<file path="src/rtl/thermal_agg_pkg.sv">
// Package: constants shared by the thermal event aggregator and its checker.
// Assumes a 4-slot domain address space and three event types.
package thermal_agg_pkg;
    localparam int NUM_EVT   = 3;
    localparam int DOM_SLOTS = 4;
    localparam int ADDR_W    = 5;
    localparam int DATA_W    = 32;

    // Event type indices (also status bit positions)
    localparam int EVT_HOT2  = 0;
    localparam int EVT_HOT1  = 1;
    localparam int EVT_COLD0 = 2;

    // Word address bases
    localparam logic [ADDR_W-1:0] A_MASK_SET = 5'd0;
    localparam logic [ADDR_W-1:0] A_MASK_CLR = 5'd4;
    localparam logic [ADDR_W-1:0] A_DSTAT    = 5'd8;
    localparam logic [ADDR_W-1:0] A_EN_SET   = 5'd12;
    localparam logic [ADDR_W-1:0] A_EN_CLR   = 5'd15;
    localparam logic [ADDR_W-1:0] A_RAW_SET  = 5'd18;
    localparam logic [ADDR_W-1:0] A_RAW_CLR  = 5'd21;
    localparam logic [ADDR_W-1:0] A_WRST_CFG = 5'd24;

    // Bit offset of the release threshold in the warm-reset word
    localparam int REL_LSB = 16;
endpackage

</file>
<file path="src/rtl/thermal_dom_combine.sv">
// Module: thermal_dom_combine
// Combines the masked sensor flags of one voltage domain into one bit per
// event type. Purely combinational; assumes flags are already synchronous.
module thermal_dom_combine
    import thermal_agg_pkg::*;
#(
    parameter int NUM_SENS = 4
) (
    input  logic [NUM_EVT-1:0][NUM_SENS-1:0] flags,
    input  logic [NUM_SENS-1:0]              mask,
    output logic [NUM_EVT-1:0]               evt
);
    genvar t;
    generate
        for (t = 0; t < NUM_EVT; t++) begin : g_type
            // OR of the masked flags for this event type
            assign evt[t] = |(flags[t] & mask);
        end
    endgenerate
endmodule

</file>
<file path="src/rtl/thermal_irq_stat.sv">
// Module: thermal_irq_stat
// Raw status and interrupt for one event type across all active domains.
// A raw bit latches on the rising edge of its domain event, or again one
// cycle after a clear if the event is still present. Assumes set and clear
// are never requested in the same cycle (they come from different addresses).
module thermal_irq_stat #(
    parameter int NUM_DOM = 2
) (
    input  logic               clk,
    input  logic               rst_n,
    input  logic [NUM_DOM-1:0] evt,
    input  logic [NUM_DOM-1:0] sw_set,
    input  logic [NUM_DOM-1:0] sw_clr,
    input  logic [NUM_DOM-1:0] en,
    output logic [NUM_DOM-1:0] raw,
    output logic               irq
);
    logic [NUM_DOM-1:0] evt_q;
    logic [NUM_DOM-1:0] clr_q;
    logic [NUM_DOM-1:0] hw_set;

    // Hardware latch request: a fresh edge, or an event that outlived a clear
    assign hw_set = evt & (~evt_q | clr_q);

    // Sticky raw status with clear priority, plus edge-detect history
    always_ff @(posedge clk) begin
        if (!rst_n) begin
            evt_q <= '0;
            clr_q <= '0;
            raw   <= '0;
        end else begin
            evt_q <= evt;
            clr_q <= sw_clr;
            raw   <= (raw | sw_set | hw_set) & ~sw_clr;
        end
    end

    // Interrupt when any enabled domain has raw status pending
    assign irq = |(raw & en);
endmodule

</file>
<file path="src/rtl/thermal_wrst_hyst.sv">
// Module: thermal_wrst_hyst
// Finds the hottest valid reading and drives a warm-reset request that sets
// above thr_hi and releases below thr_lo. Assumes thr_lo <= thr_hi.
module thermal_wrst_hyst #(
    parameter int NUM_SENS = 4,
    parameter int TW       = 10
) (
    input  logic                   clk,
    input  logic                   rst_n,
    input  logic [NUM_SENS*TW-1:0] temp,
    input  logic [NUM_SENS-1:0]    valid,
    input  logic [TW-1:0]          thr_hi,
    input  logic [TW-1:0]          thr_lo,
    output logic [TW-1:0]          tmax,
    output logic                   req
);
    // Maximum over the valid readings (0 when none are valid)
    always_comb begin
        tmax = '0;
        for (int i = 0; i < NUM_SENS; i++) begin
            if (valid[i] && (temp[i*TW +: TW] > tmax)) begin
                tmax = temp[i*TW +: TW];
            end
        end
    end

    // Hysteresis state: assert above thr_hi, release below thr_lo
    always_ff @(posedge clk) begin
        if (!rst_n) begin
            req <= 1'b0;
        end else if (!req && (tmax > thr_hi)) begin
            req <= 1'b1;
        end else if (req && (tmax < thr_lo)) begin
            req <= 1'b0;
        end
    end
endmodule

</file>
<file path="src/rtl/thermal_evt_agg.sv">
// Module: thermal_evt_agg (top)
// Two-level masking of sensor threshold flags (per sensor within each domain,
// then per domain per event type) into three interrupts, plus a hysteretic
// warm-reset request. Register access: single-cycle write strobe, reads are
// combinational. Assumes 2 <= ACT_DOM <= 4, NUM_SENS <= 32, TW <= 16.
module thermal_evt_agg
    import thermal_agg_pkg::*;
#(
    parameter int NUM_SENS = 4,
    parameter int ACT_DOM  = 2,
    parameter int TW       = 10
) (
    input  logic                   clk,
    input  logic                   rst_n,
    input  logic                   reg_wr,
    input  logic [ADDR_W-1:0]      reg_addr,
    input  logic [DATA_W-1:0]      reg_wdata,
    output logic [DATA_W-1:0]      reg_rdata,
    input  logic [NUM_SENS-1:0]    sens_hot2,
    input  logic [NUM_SENS-1:0]    sens_hot1,
    input  logic [NUM_SENS-1:0]    sens_cold0,
    input  logic [NUM_SENS*TW-1:0] sens_temp,
    input  logic [NUM_SENS-1:0]    sens_valid,
    output logic                   irq_hot2,
    output logic                   irq_hot1,
    output logic                   irq_cold0,
    output logic                   warm_rst_req
);
    localparam logic [TW-1:0] THR_HI_RST = {TW{1'b1}};

    logic [NUM_EVT-1:0][NUM_SENS-1:0] flags_all;
    logic [ACT_DOM-1:0][NUM_SENS-1:0] mask_q;
    logic [NUM_EVT-1:0][ACT_DOM-1:0]  en_q;
    logic [TW-1:0]                    thr_hi_q;
    logic [TW-1:0]                    thr_lo_q;
    logic [ACT_DOM-1:0]               mask_set_hit;
    logic [ACT_DOM-1:0]               mask_clr_hit;
    logic [NUM_EVT-1:0]               en_set_hit;
    logic [NUM_EVT-1:0]               en_clr_hit;
    logic [ACT_DOM-1:0][NUM_EVT-1:0]  dom_evt;
    logic [NUM_EVT-1:0][ACT_DOM-1:0]  evt_by_type;
    logic [NUM_EVT-1:0][ACT_DOM-1:0]  sw_set;
    logic [NUM_EVT-1:0][ACT_DOM-1:0]  sw_clr;
    logic [NUM_EVT-1:0][ACT_DOM-1:0]  raw_w;
    logic [NUM_EVT-1:0]               irq_w;
    logic [NUM_SENS-1:0]              mask_rd  [DOM_SLOTS];
    logic [NUM_EVT-1:0]               dstat_rd [DOM_SLOTS];
    logic [TW-1:0]                    tmax_w;
    logic                             wrst_cfg_hit;
    logic                             unused_wdata;

    assign flags_all    = {sens_cold0, sens_hot1, sens_hot2};
    assign wrst_cfg_hit = reg_wr && (reg_addr == A_WRST_CFG);
    assign unused_wdata = ^reg_wdata;

    genvar d, t;
    generate
        for (d = 0; d < ACT_DOM; d++) begin : g_dom
            // Address decode for this domain's mask pair
            assign mask_set_hit[d] = reg_wr && (reg_addr == A_MASK_SET + ADDR_W'(d));
            assign mask_clr_hit[d] = reg_wr && (reg_addr == A_MASK_CLR + ADDR_W'(d));

            // Mask register with write-1 set/clear
            always_ff @(posedge clk) begin
                if (!rst_n) begin
                    mask_q[d] <= '0;
                end else if (mask_set_hit[d]) begin
                    mask_q[d] <= mask_q[d] | reg_wdata[NUM_SENS-1:0];
                end else if (mask_clr_hit[d]) begin
                    mask_q[d] <= mask_q[d] & ~reg_wdata[NUM_SENS-1:0];
                end
            end

            thermal_dom_combine #(.NUM_SENS(NUM_SENS)) comb_i (
                .flags (flags_all),
                .mask  (mask_q[d]),
                .evt   (dom_evt[d])
            );
        end

        for (d = 0; d < DOM_SLOTS; d++) begin : g_slot
            // Read views padded with zeros for unused domain slots
            if (d < ACT_DOM) begin : g_act
                assign mask_rd[d]  = mask_q[d];
                assign dstat_rd[d] = dom_evt[d];
            end else begin : g_idle
                assign mask_rd[d]  = '0;
                assign dstat_rd[d] = '0;
            end
        end

        for (t = 0; t < NUM_EVT; t++) begin : g_type
            assign en_set_hit[t] = reg_wr && (reg_addr == A_EN_SET + ADDR_W'(t));
            assign en_clr_hit[t] = reg_wr && (reg_addr == A_EN_CLR + ADDR_W'(t));
            assign sw_set[t] = (reg_wr && (reg_addr == A_RAW_SET + ADDR_W'(t)))
                               ? reg_wdata[ACT_DOM-1:0] : '0;
            assign sw_clr[t] = (reg_wr && (reg_addr == A_RAW_CLR + ADDR_W'(t)))
                               ? reg_wdata[ACT_DOM-1:0] : '0;

            for (d = 0; d < ACT_DOM; d++) begin : g_tr
                assign evt_by_type[t][d] = dom_evt[d][t];
            end

            // Per-type domain enable with write-1 set/clear
            always_ff @(posedge clk) begin
                if (!rst_n) begin
                    en_q[t] <= '0;
                end else if (en_set_hit[t]) begin
                    en_q[t] <= en_q[t] | reg_wdata[ACT_DOM-1:0];
                end else if (en_clr_hit[t]) begin
                    en_q[t] <= en_q[t] & ~reg_wdata[ACT_DOM-1:0];
                end
            end

            thermal_irq_stat #(.NUM_DOM(ACT_DOM)) stat_i (
                .clk    (clk),
                .rst_n  (rst_n),
                .evt    (evt_by_type[t]),
                .sw_set (sw_set[t]),
                .sw_clr (sw_clr[t]),
                .en     (en_q[t]),
                .raw    (raw_w[t]),
                .irq    (irq_w[t])
            );
        end
    endgenerate

    assign irq_hot2  = irq_w[EVT_HOT2];
    assign irq_hot1  = irq_w[EVT_HOT1];
    assign irq_cold0 = irq_w[EVT_COLD0];

    // Warm-reset threshold word
    always_ff @(posedge clk) begin
        if (!rst_n) begin
            thr_hi_q <= THR_HI_RST;
            thr_lo_q <= '0;
        end else if (wrst_cfg_hit) begin
            thr_hi_q <= reg_wdata[TW-1:0];
            thr_lo_q <= reg_wdata[REL_LSB +: TW];
        end
    end

    thermal_wrst_hyst #(.NUM_SENS(NUM_SENS), .TW(TW)) wrst_i (
        .clk    (clk),
        .rst_n  (rst_n),
        .temp   (sens_temp),
        .valid  (sens_valid),
        .thr_hi (thr_hi_q),
        .thr_lo (thr_lo_q),
        .tmax   (tmax_w),
        .req    (warm_rst_req)
    );

    // Combinational read multiplexer
    always_comb begin
        reg_rdata = '0;
        for (int i = 0; i < DOM_SLOTS; i++) begin
            if (reg_addr == A_MASK_SET + ADDR_W'(i) || reg_addr == A_MASK_CLR + ADDR_W'(i)) begin
                reg_rdata = DATA_W'(mask_rd[i]);
            end
            if (reg_addr == A_DSTAT + ADDR_W'(i)) begin
                reg_rdata = DATA_W'(dstat_rd[i]);
            end
        end
        for (int i = 0; i < NUM_EVT; i++) begin
            if (reg_addr == A_EN_SET + ADDR_W'(i) || reg_addr == A_EN_CLR + ADDR_W'(i)) begin
                reg_rdata = DATA_W'(en_q[i]);
            end
            if (reg_addr == A_RAW_SET + ADDR_W'(i) || reg_addr == A_RAW_CLR + ADDR_W'(i)) begin
                reg_rdata = DATA_W'(raw_w[i]);
            end
        end
        if (reg_addr == A_WRST_CFG) begin
            reg_rdata[TW-1:0]         = thr_hi_q;
            reg_rdata[REL_LSB +: TW]  = thr_lo_q;
        end
    end
endmodule

</file>
<file path="config.mk">
export PLATFORM = sky130hd
export DESIGN_NAME = thermal_evt_agg
export DESIGN_NICKNAME = d
export VERILOG_FILES = /design/src/rtl/thermal_agg_pkg.sv /design/src/rtl/thermal_dom_combine.sv /design/src/rtl/thermal_irq_stat.sv /design/src/rtl/thermal_wrst_hyst.sv /design/src/rtl/thermal_evt_agg.sv
export SDC_FILE = /design/constraint.sdc
export NUM_CORES = 1
export LEC_CHECK = 0
export BUFFER_PORTS_ARGS = -buffer_cell sky130_fd_sc_hd__buf_2
export CAP_MARGIN = 10
export CORE_MARGIN = 4
export CORE_UTILIZATION = 57
export DETAILED_ROUTE_END_ITERATION = 16
export HOLD_SLACK_MARGIN = 0.08
export PLACE_DENSITY = 0.87
export SYNTH_ARGS = -nofsm -noshare
export SYNTH_HDL_FRONTEND = slang
export SYNTH_SLANG_ARGS = --single-unit
</file>
<file path="constraint.sdc">
create_clock -name clk -period 11.2 [get_ports clk]
set_input_delay 0.56 -clock clk [delete_from_list [all_inputs] [get_ports clk]]
set_output_delay 0.56 -clock clk [all_outputs]
set_load 0.01 [all_outputs]
</file>
==> results of run 1 <==
## cells in the final DEF, fill, tap and decap left out, types with 11 or more instances in the layout
cell / synthesis / final
inv_1: 36 / 36
dfxtp_1: 53 / 53
a22oi_1: 13 / 13
a21oi_1: 59 / 59
nand2b_1: 11 / 11
nand2_1: 79 / 79
conb_1: 1 / 12
ha_1: 49 / 49
nand4_1: 13 / 13
a22o_1: 13 / 13
o21ai_0: 31 / 31
mux2_2: 11 / 11
buf_2: 6 / 107
nor2_1: 75 / 75
## critical path, delay by kind of cell
| kind | cells | cell delay [ns] |
|---|---|---|
| simple gates | 10 | 1.43 |
| buf+inv | 3 | 0.76 |
| mux | 1 | 0.42 |
| compound gates | 13 | 2.74 |
| fa+ha+maj | 4 | 1.24 |
## layer usage
layer / vias up / track usage [%]
met5: - / 0
met1: 2065 / 34.0
met3: 39 / 4.26
met2: 243 / 48.2
li1: 2251 / -
met4: 0 / 11.6
## power breakdown
part           switching [W]  internal (W)
combinational      0.0000988     0.0000702
sequential        0.00000353      0.000192
clock              0.0000703     0.0000453
total               0.000173      0.000308
## final timing paths
kind	startpoint	endpoint	slack, ns
setup reg to reg	thr_lo_q[3]	wrst_i.req	9.01
setup / recovery	sens_valid[0]	wrst_i.req	4.25
hold / removal	thr_lo_q[7]	thr_lo_q[7]	0.47
hold reg to reg	thr_lo_q[7]	thr_lo_q[7]	0.47
## kinds of logic after synthesis
logic type	count (synthesis)
compound gates	173
simple gates	218
other cells	1
mux	15
fa+ha+maj	49
flops	53
buf+inv	80
## area by class of cell
| type | count | area [sq um] |
|---|---|---|
| flip-flops and latches | 53 | 1060 |
| clock buffers | 5 | 68.8 |
| inverters | 38 | 146 |
| well taps | 99 | 124 |
| repair buffers | 109 | 551 |
| clock inverters | 3 | 25.0 |
| fillers | 690 | 2430 |
| multi-input cells | 467 | 2960 |
## metrics by stage
step | util, % | setup slack [ns] | total power [W]
3_5_place_dp | 65.8 | 4.00 | 0.000365
5_1_grt | 67.0 | 3.75 | 0.000509
2_1_floorplan | - | 4.58 | 0.000319
4_1_cts | 67.0 | 4.32 | 0.000478
6_report | 67.0 | 4.25 | 0.000480
3_3_place_gp | 65.8 | 4.25 | 0.000356
==> impl_metrics.csv, run 1 <==
group,metric,value,unit
synthesis,synth_top_area_share,24.3,%
synthesis,synthSimpleGateAreaFrac,23.0,%
detailed_routing,first_iter_violations,284,
clock_tree,cts-root-buf,"clkbuf_8",
detailed_routing,via_per_inst,5.94,
floorplan,initial_core_util,59.3,%
final_layout,nNetsFinal,819,
clock_tree,clkLatencyLatePin,0.32,ns
detailed_routing,wl_met2,6070,um
clock_tree,cts_tree,"built",
sta,tightest_slew,1.01,ns
synthesis,synthFlopType,"dfxtp_1",
sta,slew_violations,0,
sta,slew_headroom,32.4,%
min_path,hp-class,"reg2reg",
detailed_routing,ant_nets,0,
setup_path,r2r_cells,9,
sta,skew,0.0118,ns
sta,setup_viol,0,
setup_path,cpMostUsedCell,"ha_1",
synthesis,yosys_warnings,0,
power,worst_ir_drop_vdd,0.0715,mV
placement,postPlaceCellArea,0.00485,sq mm
synthesis,synth-seq-area-share,24.3,%
sta,final_hold_viol_count,0,
detailed_routing,wl_met3,1090,um
clock_tree,h-tree-depth,2,
synthesis,synthAdderAreaFrac,14.0,%
final_layout,diodes,0,
detailed_routing,dr.pass1.iters,5,
floorplan,rows,31,
sta,period_needed,6.95,ns
setup_path,required,11.40,ns
clock_tree,path_clk_slew,0.10,ns
placement,place.gp.congestion,0.940,
synthesis,synth_top_family_by_area,"compound AO/OA/AOI/OAI gates",
synthesis,syn_avg_cell_area,7.42,sq um
detailed_routing,num_vias,4598,
clock_tree,hold_buffers,0,
setup_path,worstSetupStartpointType,"input port",
floorplan,die_w,95.6,um
global_routing,grt_pass1_vias,4527,
clock_tree,cts_resized,0,
floorplan,num_io_pins,132,
global_routing,grt_overflow,0,
setup_path,end_kind,"register",
detailed_routing,wl_met1,5090,um
global_routing,grt_pass1_wl,20200,um
detailed_routing,drt_wl_total,12600,um
sta,fmax,0.144,GHz
sta,finalCritPeriodShare,62.0,%
synthesis,synthMuxAreaShare,3.78,%
setup_path,critPathArrivalTime,7.15,ns
synthesis,synth_area,0.00437,sq mm
detailed_routing,routed.top_layer,"met4",
global_routing,antenna_found_initial,0,
final_layout,final_area,0.00494,sq mm
synthesis,synth_commonest_cells,"79 x nand2_1, 75 x nor2_1, 59 x a21oi_1",
min_path,hold_depth,2,
setup_path,path_class,"in2reg",
placement,dp_hpwl,9930,um
power,power_per_cell_area,97.2,mW/mm^2
clock_tree,cts_buffers,5,
synthesis,synth_compound_area_share,26.0,%
sta,holdWs,0.465,ns
global_routing,grt_use_total,27.8,%
synthesis,synth_top_area_cell,"dfxtp_1",
synthesis,synth_most_common_cell,"nand2_1",
placement,post-place-cells,766,
sta,finalSetupTns,0,ns
synthesis,synth-seq-cells,53,
final_layout,drive_above_1_share,21.0,%
synthesis,synthTopCellsByArea,"dfxtp_1 24%, ha_1 14%, nand2_1 6.8%",
synthesis,synth-xor-area-share,0,%
sta,grt_setup_unrepaired,"no",
floorplan,die-area,0.00913,sq mm
synthesis,synthDistinctLibCells,61,
floorplan,core,0.00737,sq mm
final_layout,syn_to_final_growth,13.0,%
power,p_leak,2.26,nW
synthesis,synth-edff-count,0,
clock_tree,cts_buffer_depth,2,
detailed_routing,wl_per_cell,16.3,um
global_routing,grt_max_degree,33,
run_status,status,"completed",
floorplan,die_h,95.6,um
placement,port_buffers,107,
clock_tree,post_cts_buffers,0,
job,drv_cap,0,
synthesis,syn_inst,589,
setup_path,slowest_stage,"a31oi_1",
synthesis,async_flop_share,0,%
final_layout,final_cells,774,
detailed_routing,remaining_drc_errors,0,
setup_path,worst_path_largest_cell_delay,0.51,ns
clock_tree,cts_num_sinks,53,
setup_path,crit_fanout,30,
No activity file was read; power rests on OpenSTA's default activity.
==> inputs of run 2 (changes only) <==
Settings changed: CORE_UTILIZATION 57 to 48, PLACE_DENSITY 0.87 to 0.78.
Clock period 11.2 ns to 6.24 ns, I/O delays scaled along.
==> impl_metrics.csv, run 2 (synthesized netlist as in run 1, its figures left out) <==
group,metric,value,unit
clock_tree,h-tree-depth,2,
detailed_routing,first_iter_violations,239,
clock_tree,cts_buffers,5,
final_layout,final_cells,801,
detailed_routing,drt_wl_total,13600,um
sta,fmax,0.166,GHz
sta,skew,0.00845,ns
clock_tree,cts-root-buf,"clkbuf_8",
detailed_routing,wl_per_cell,17.0,um
detailed_routing,dr.pass1.iters,5,
detailed_routing,remaining_drc_errors,0,
clock_tree,clkLatencyLatePin,0.30,ns
placement,place_ws,-0.340,ns
setup_path,cp_top_family,"compound AO/OA/AOI/OAI gates",
floorplan,die_h,103,um
placement,dp_hpwl,10600,um
placement,place.gp.congestion,0.925,
setup_path,slowest_stage,"ha_1",
final_layout,diodes,0,
sta,tightest_slew,1.04,ns
global_routing,grt_pass1_wl,21100,um
sta,finalCritPeriodShare,96.7,%
sta,slew_headroom,30.8,%
sta,period_needed,6.03,ns
power,power,0.000940,W
clock_tree,path_clk_slew,0.10,ns
setup_path,crit_fanout,30,
floorplan,rows,34,
job,drv_cap,0,
placement,port_buffers,107,
detailed_routing,ant_nets,0,
clock_tree,cts_buffer_depth,2,
setup_path,path_class,"in2reg",
final_layout,layout_common_cells,"106 x buf_2, 79 x nand2_1, 75 x nor2_1",
final_layout,final_common_cell,"buf_2",
final_layout,nNetsFinal,838,
global_routing,grt_overflow,0,
power,worst_ir_drop_vdd,0.0925,mV
setup_path,worst_path_largest_cell_delay,0.33,ns
setup_path,critPathBufInv,6,
setup_path,critPathArrivalTime,6.22,ns
clock_tree,cts_tree,"built",
final_layout,num-fill-cells,797,
floorplan,initial_core_util,49.6,%
clock_tree,cts_num_sinks,53,
global_routing,antenna_found_initial,0,
final_layout,syn_to_final_growth,20.2,%
min_path,hp-class,"in2reg",
run_status,status,"completed",
detailed_routing,via_per_inst,5.90,
power,p_leak,2.39,nW
global_routing,grt_pass1_vias,4621,
setup_path,reg2reg_setup_slack,4.10,ns
floorplan,num_io_pins,132,
power,power_per_cell_area,179,mW/mm^2
clock_tree,hold_buffers,0,
setup_path,required,6.43,ns
floorplan,die-area,0.0107,sq mm
placement,post-place-cells,787,
detailed_routing,num_vias,4724,
floorplan,die_w,103,um
global_routing,grt_max_degree,33,
setup_path,end_kind,"register",
sta,final_hold_viol_count,0,
setup_path,worstSetupStartpointType,"input port",
global_routing,grt_use_total,24.7,%
final_layout,drive_above_1_share,25.3,%
sta,setup_viol,0,
sta,setup_ws,0.205,ns
floorplan,core,0.00881,sq mm
sta,slew_violations,0,
## run 2: power breakdown
part | total [W] | switching, W | internal, W
Clock | 0.000235 | 0.000118 | 0.000117
Sequential | 0.000352 | 0.00000689 | 0.000345
Combinational | 0.000354 | 0.000197 | 0.000157
Total | 0.000940 | 0.000322 | 0.000619
## run 2: final timing paths
| kind | from | end | depth (start not counted) |
|---|---|---|---|
| setup / recovery | sens_valid[0] | wrst_i.req | 34 |
| hold / removal | reg_wdata[7] | thr_hi_q[7] | 3 |
| setup reg to reg | thr_lo_q[3] | wrst_i.req | 9 |
| hold reg to reg | thr_lo_q[9] | thr_lo_q[9] | 2 |
## run 2: metrics by stage
| stage | hold WS [ns] | utilization (%) | setup TNS (ns) | area [sq um] |
|---|---|---|---|---|
| 2_1_floorplan | 0.422 | - | 0 | 4420 |
| 3_3_place_gp | 0.444 | 56.3 | -0.0613 | 4960 |
| 3_5_place_dp | 0.449 | 56.3 | -0.340 | 4960 |
| 4_1_cts | 0.230 | 57.5 | 0 | 5060 |
| 5_1_grt | 0.243 | 59.6 | -0.0787 | 5250 |
| 6_report | 0.232 | 59.6 | 0 | 5250 |
## run 2: tightest hold or removal path, delay by kind of cell
kind | cells | cell delay [ns]
and+or+nand+nor | 1 | 0.04
AOI/OAI and AO/OA | 1 | 0.08
buffers and inverters | 1 | 0.08
## run 2: final cells by class
class	count	area, sq um	share of cell area, %
clock buffer	5	68.8	1.31
inverter	38	146	2.79
tap	108	135	2.57
sequential	53	1060	20.2
multi-input combinational	467	3090	58.8
clock inverter	2	35.0	0.667
timing repair buffer	128	719	13.7
## run 2: routing by layer
layer	share of wire (%)	track usage, %	vias up
li1	-	-	2285
met1	39	29.6	2180
met2	50	44.5	220
met3	7.3	3.69	39
met4	3.0	8.76	0
met5	0	0	-
## run 2: what timing repair did
item	4_1_cts	5_1_grt
resized for setup	0	29
pin swaps	1	14
buffers inserted	0	6
gates cloned	0	1
setup endpoints to repair	1	1
==> inputs of run 3 (changes only) <==
Settings changed: RECOVER_POWER from default to 25.
==> impl_metrics.csv, run 3 (synthesized netlist as in run 1, its figures left out) <==
group,metric,value,unit
run_status,status,"completed",
clock_tree,cts_tree,"built",
clock_tree,h-tree-depth,2,
setup_path,worstSetupStartpoint,"sens_valid[0]",
sta,final_hold_viol_count,0,
global_routing,grt_pass1_wl,21100,um
final_layout,multiInputGateArea,0.00308,sq mm
global_routing,grt_use_total,24.7,%
floorplan,die_w,103,um
min_path,hp-class,"in2reg",
clock_tree,clkLatencyLatePin,0.31,ns
clock_tree,hold_buffers,0,
final_layout,drive_above_1_share,24.1,%
final_layout,nNetsFinal,838,
final_layout,seq_area,0.00106,sq mm
sta,slew_violations,0,
detailed_routing,via_per_inst,5.92,
detailed_routing,first_iter_violations,229,
sta,setup_viol,0,
setup_path,critPathArrivalTime,6.22,ns
min_path,hp-start,"reg_wdata[7]",
clock_tree,cts_buffer_depth,2,
final_layout,syn_to_final_growth,19.8,%
placement,port_buffers,107,
placement,post-place-cells,787,
placement,place.gp.congestion,0.925,
final_layout,num-fill-cells,801,
sta,finalCritPeriodShare,96.7,%
clock_tree,path_clk_slew,0.10,ns
detailed_routing,routed.top_layer,"met4",
power,p_seq_share,37.4,%
floorplan,die-area,0.0107,sq mm
floorplan,core,0.00881,sq mm
power,power,0.000941,W
setup_path,cp_top_family,"compound AO/OA/AOI/OAI gates",
sta,fmax,0.166,GHz
clock_tree,cts_buffers,5,
power,pwr-share-comb,37.6,%
detailed_routing,remaining_drc_errors,0,
setup_path,r2r-start,"thr_lo_q[3]",
floorplan,die_h,103,um
power,power_per_cell_area,180,mW/mm^2
setup_path,path_class,"in2reg",
power,switchingPower,0.000323,W
job,drv_cap,0,
detailed_routing,wl_met2,6750,um
setup_path,worstSetupStartpointType,"input port",
floorplan,rows,34,
sta,slew_headroom,30.7,%
clock_tree,cts_num_sinks,53,
final_layout,final_cells,801,
setup_path,end_kind,"register",
floorplan,num_io_pins,132,
power,p_leak,2.36,nW
floorplan,initial_core_util,49.6,%
sta,tightest_slew,1.04,ns
power,clkPwrFrac,25.1,%
final_layout,diodes,0,
final_layout,final_common_cell,"buf_2",
detailed_routing,num_vias,4742,
placement,dp_hpwl,10600,um
power,netSwitchingFraction,34.3,%
detailed_routing,drt_wl_total,13600,um
setup_path,critPathBufInv,6,
setup_path,crit_fanout,30,
setup_path,worst_path_largest_cell_delay,0.33,ns
detailed_routing,dr.pass1.iters,5,
clock_tree,cts-root-buf,"clkbuf_8",
final_layout,layout_common_cells,"99 x buf_2, 79 x nand2_1, 75 x nor2_1",
detailed_routing,wl_met1,5380,um
detailed_routing,wl_per_cell,17.0,um
power,worst_ir_drop_vdd,0.0931,mV
setup_path,slowest_stage,"ha_1",
global_routing,grt_overflow,0,
power,p_int,0.000618,W
detailed_routing,wl_met3,1020,um
sta,skew,0.00633,ns
setup_path,required,6.43,ns
global_routing,antenna_found_initial,0,
global_routing,grt_pass1_vias,4621,
global_routing,grt_max_degree,33,
sta,period_needed,6.03,ns
detailed_routing,ant_nets,0,
## run 3: cell types whose count changed in the layout (fill, tap and decap cells not counted)
cell      delta
buf_2        -7
clkbuf_1     +7
or3_1        +1
or3_4        -1
## run 3: worst min-delay path: cells and delay by family
kind	cells	cell delay (ns)
AND/OR/NAND/NOR	1	0.04
buffers and inverters	1	0.08
AO/OA/AOI/OAI	1	0.08
## run 3: worst paths after layout
kind / endpoint / slack (ns) / depth (start not counted)
hold / removal: thr_hi_q[7] / 0.23 / 3
hold reg to reg: thr_lo_q[9] / 0.46 / 2
setup reg to reg: wrst_i.req / 4.10 / 9
setup / recovery: wrst_i.req / 0.21 / 34
## run 3: area by class of cell
type / count / area share [%]
multi-input cells: 467 / 58.8
flip-flops and latches: 53 / 20.3
repair buffers: 128 / 13.6
inverters: 38 / 2.80
well taps: 108 / 2.58
clock buffers: 5 / 1.31
clock inverters: 2 / 0.669
## run 3: repair_timing
item                                    CTS  global route
endpoints found under the setup margin    1             1
cloned                                    0             1
resized for setup                         0            29
setup buffers                             0             6
pin swaps                                 1            14
## run 3: routing by layer
metal	global-route usage [%]	vias up
met3	3.69	47
li1	-	2290
met1	29.6	2175
met4	8.76	0
met5	0	-
met2	44.5	230
## run 3: power by group through the flow
stage,logic (W),registers [W],clock network (W)
final,0.000354,0.000351,0.000236
after global routing,0.000394,0.000352,0.000253
after CTS,0.000315,0.000351,0.000237
after floorplan,0.000216,0.000356,0
after global placement,0.000298,0.000359,0
after detailed placement,0.000313,0.000359,0
## run 3: per-stage QoR
stage	instance area, sq um	hold WS, ns	utilization [%]	setup WS [ns]	TNS, ns
floorplan	4420	0.422	-	0.0219	0
global placement	4960	0.444	56.3	-0.0613	-0.0613
detailed placement	4960	0.449	56.3	-0.340	-0.340
CTS	5060	0.230	57.5	0.0000600	0
global route	5240	0.243	59.5	-0.0787	-0.0787
finish	5240	0.230	59.5	0.209	0
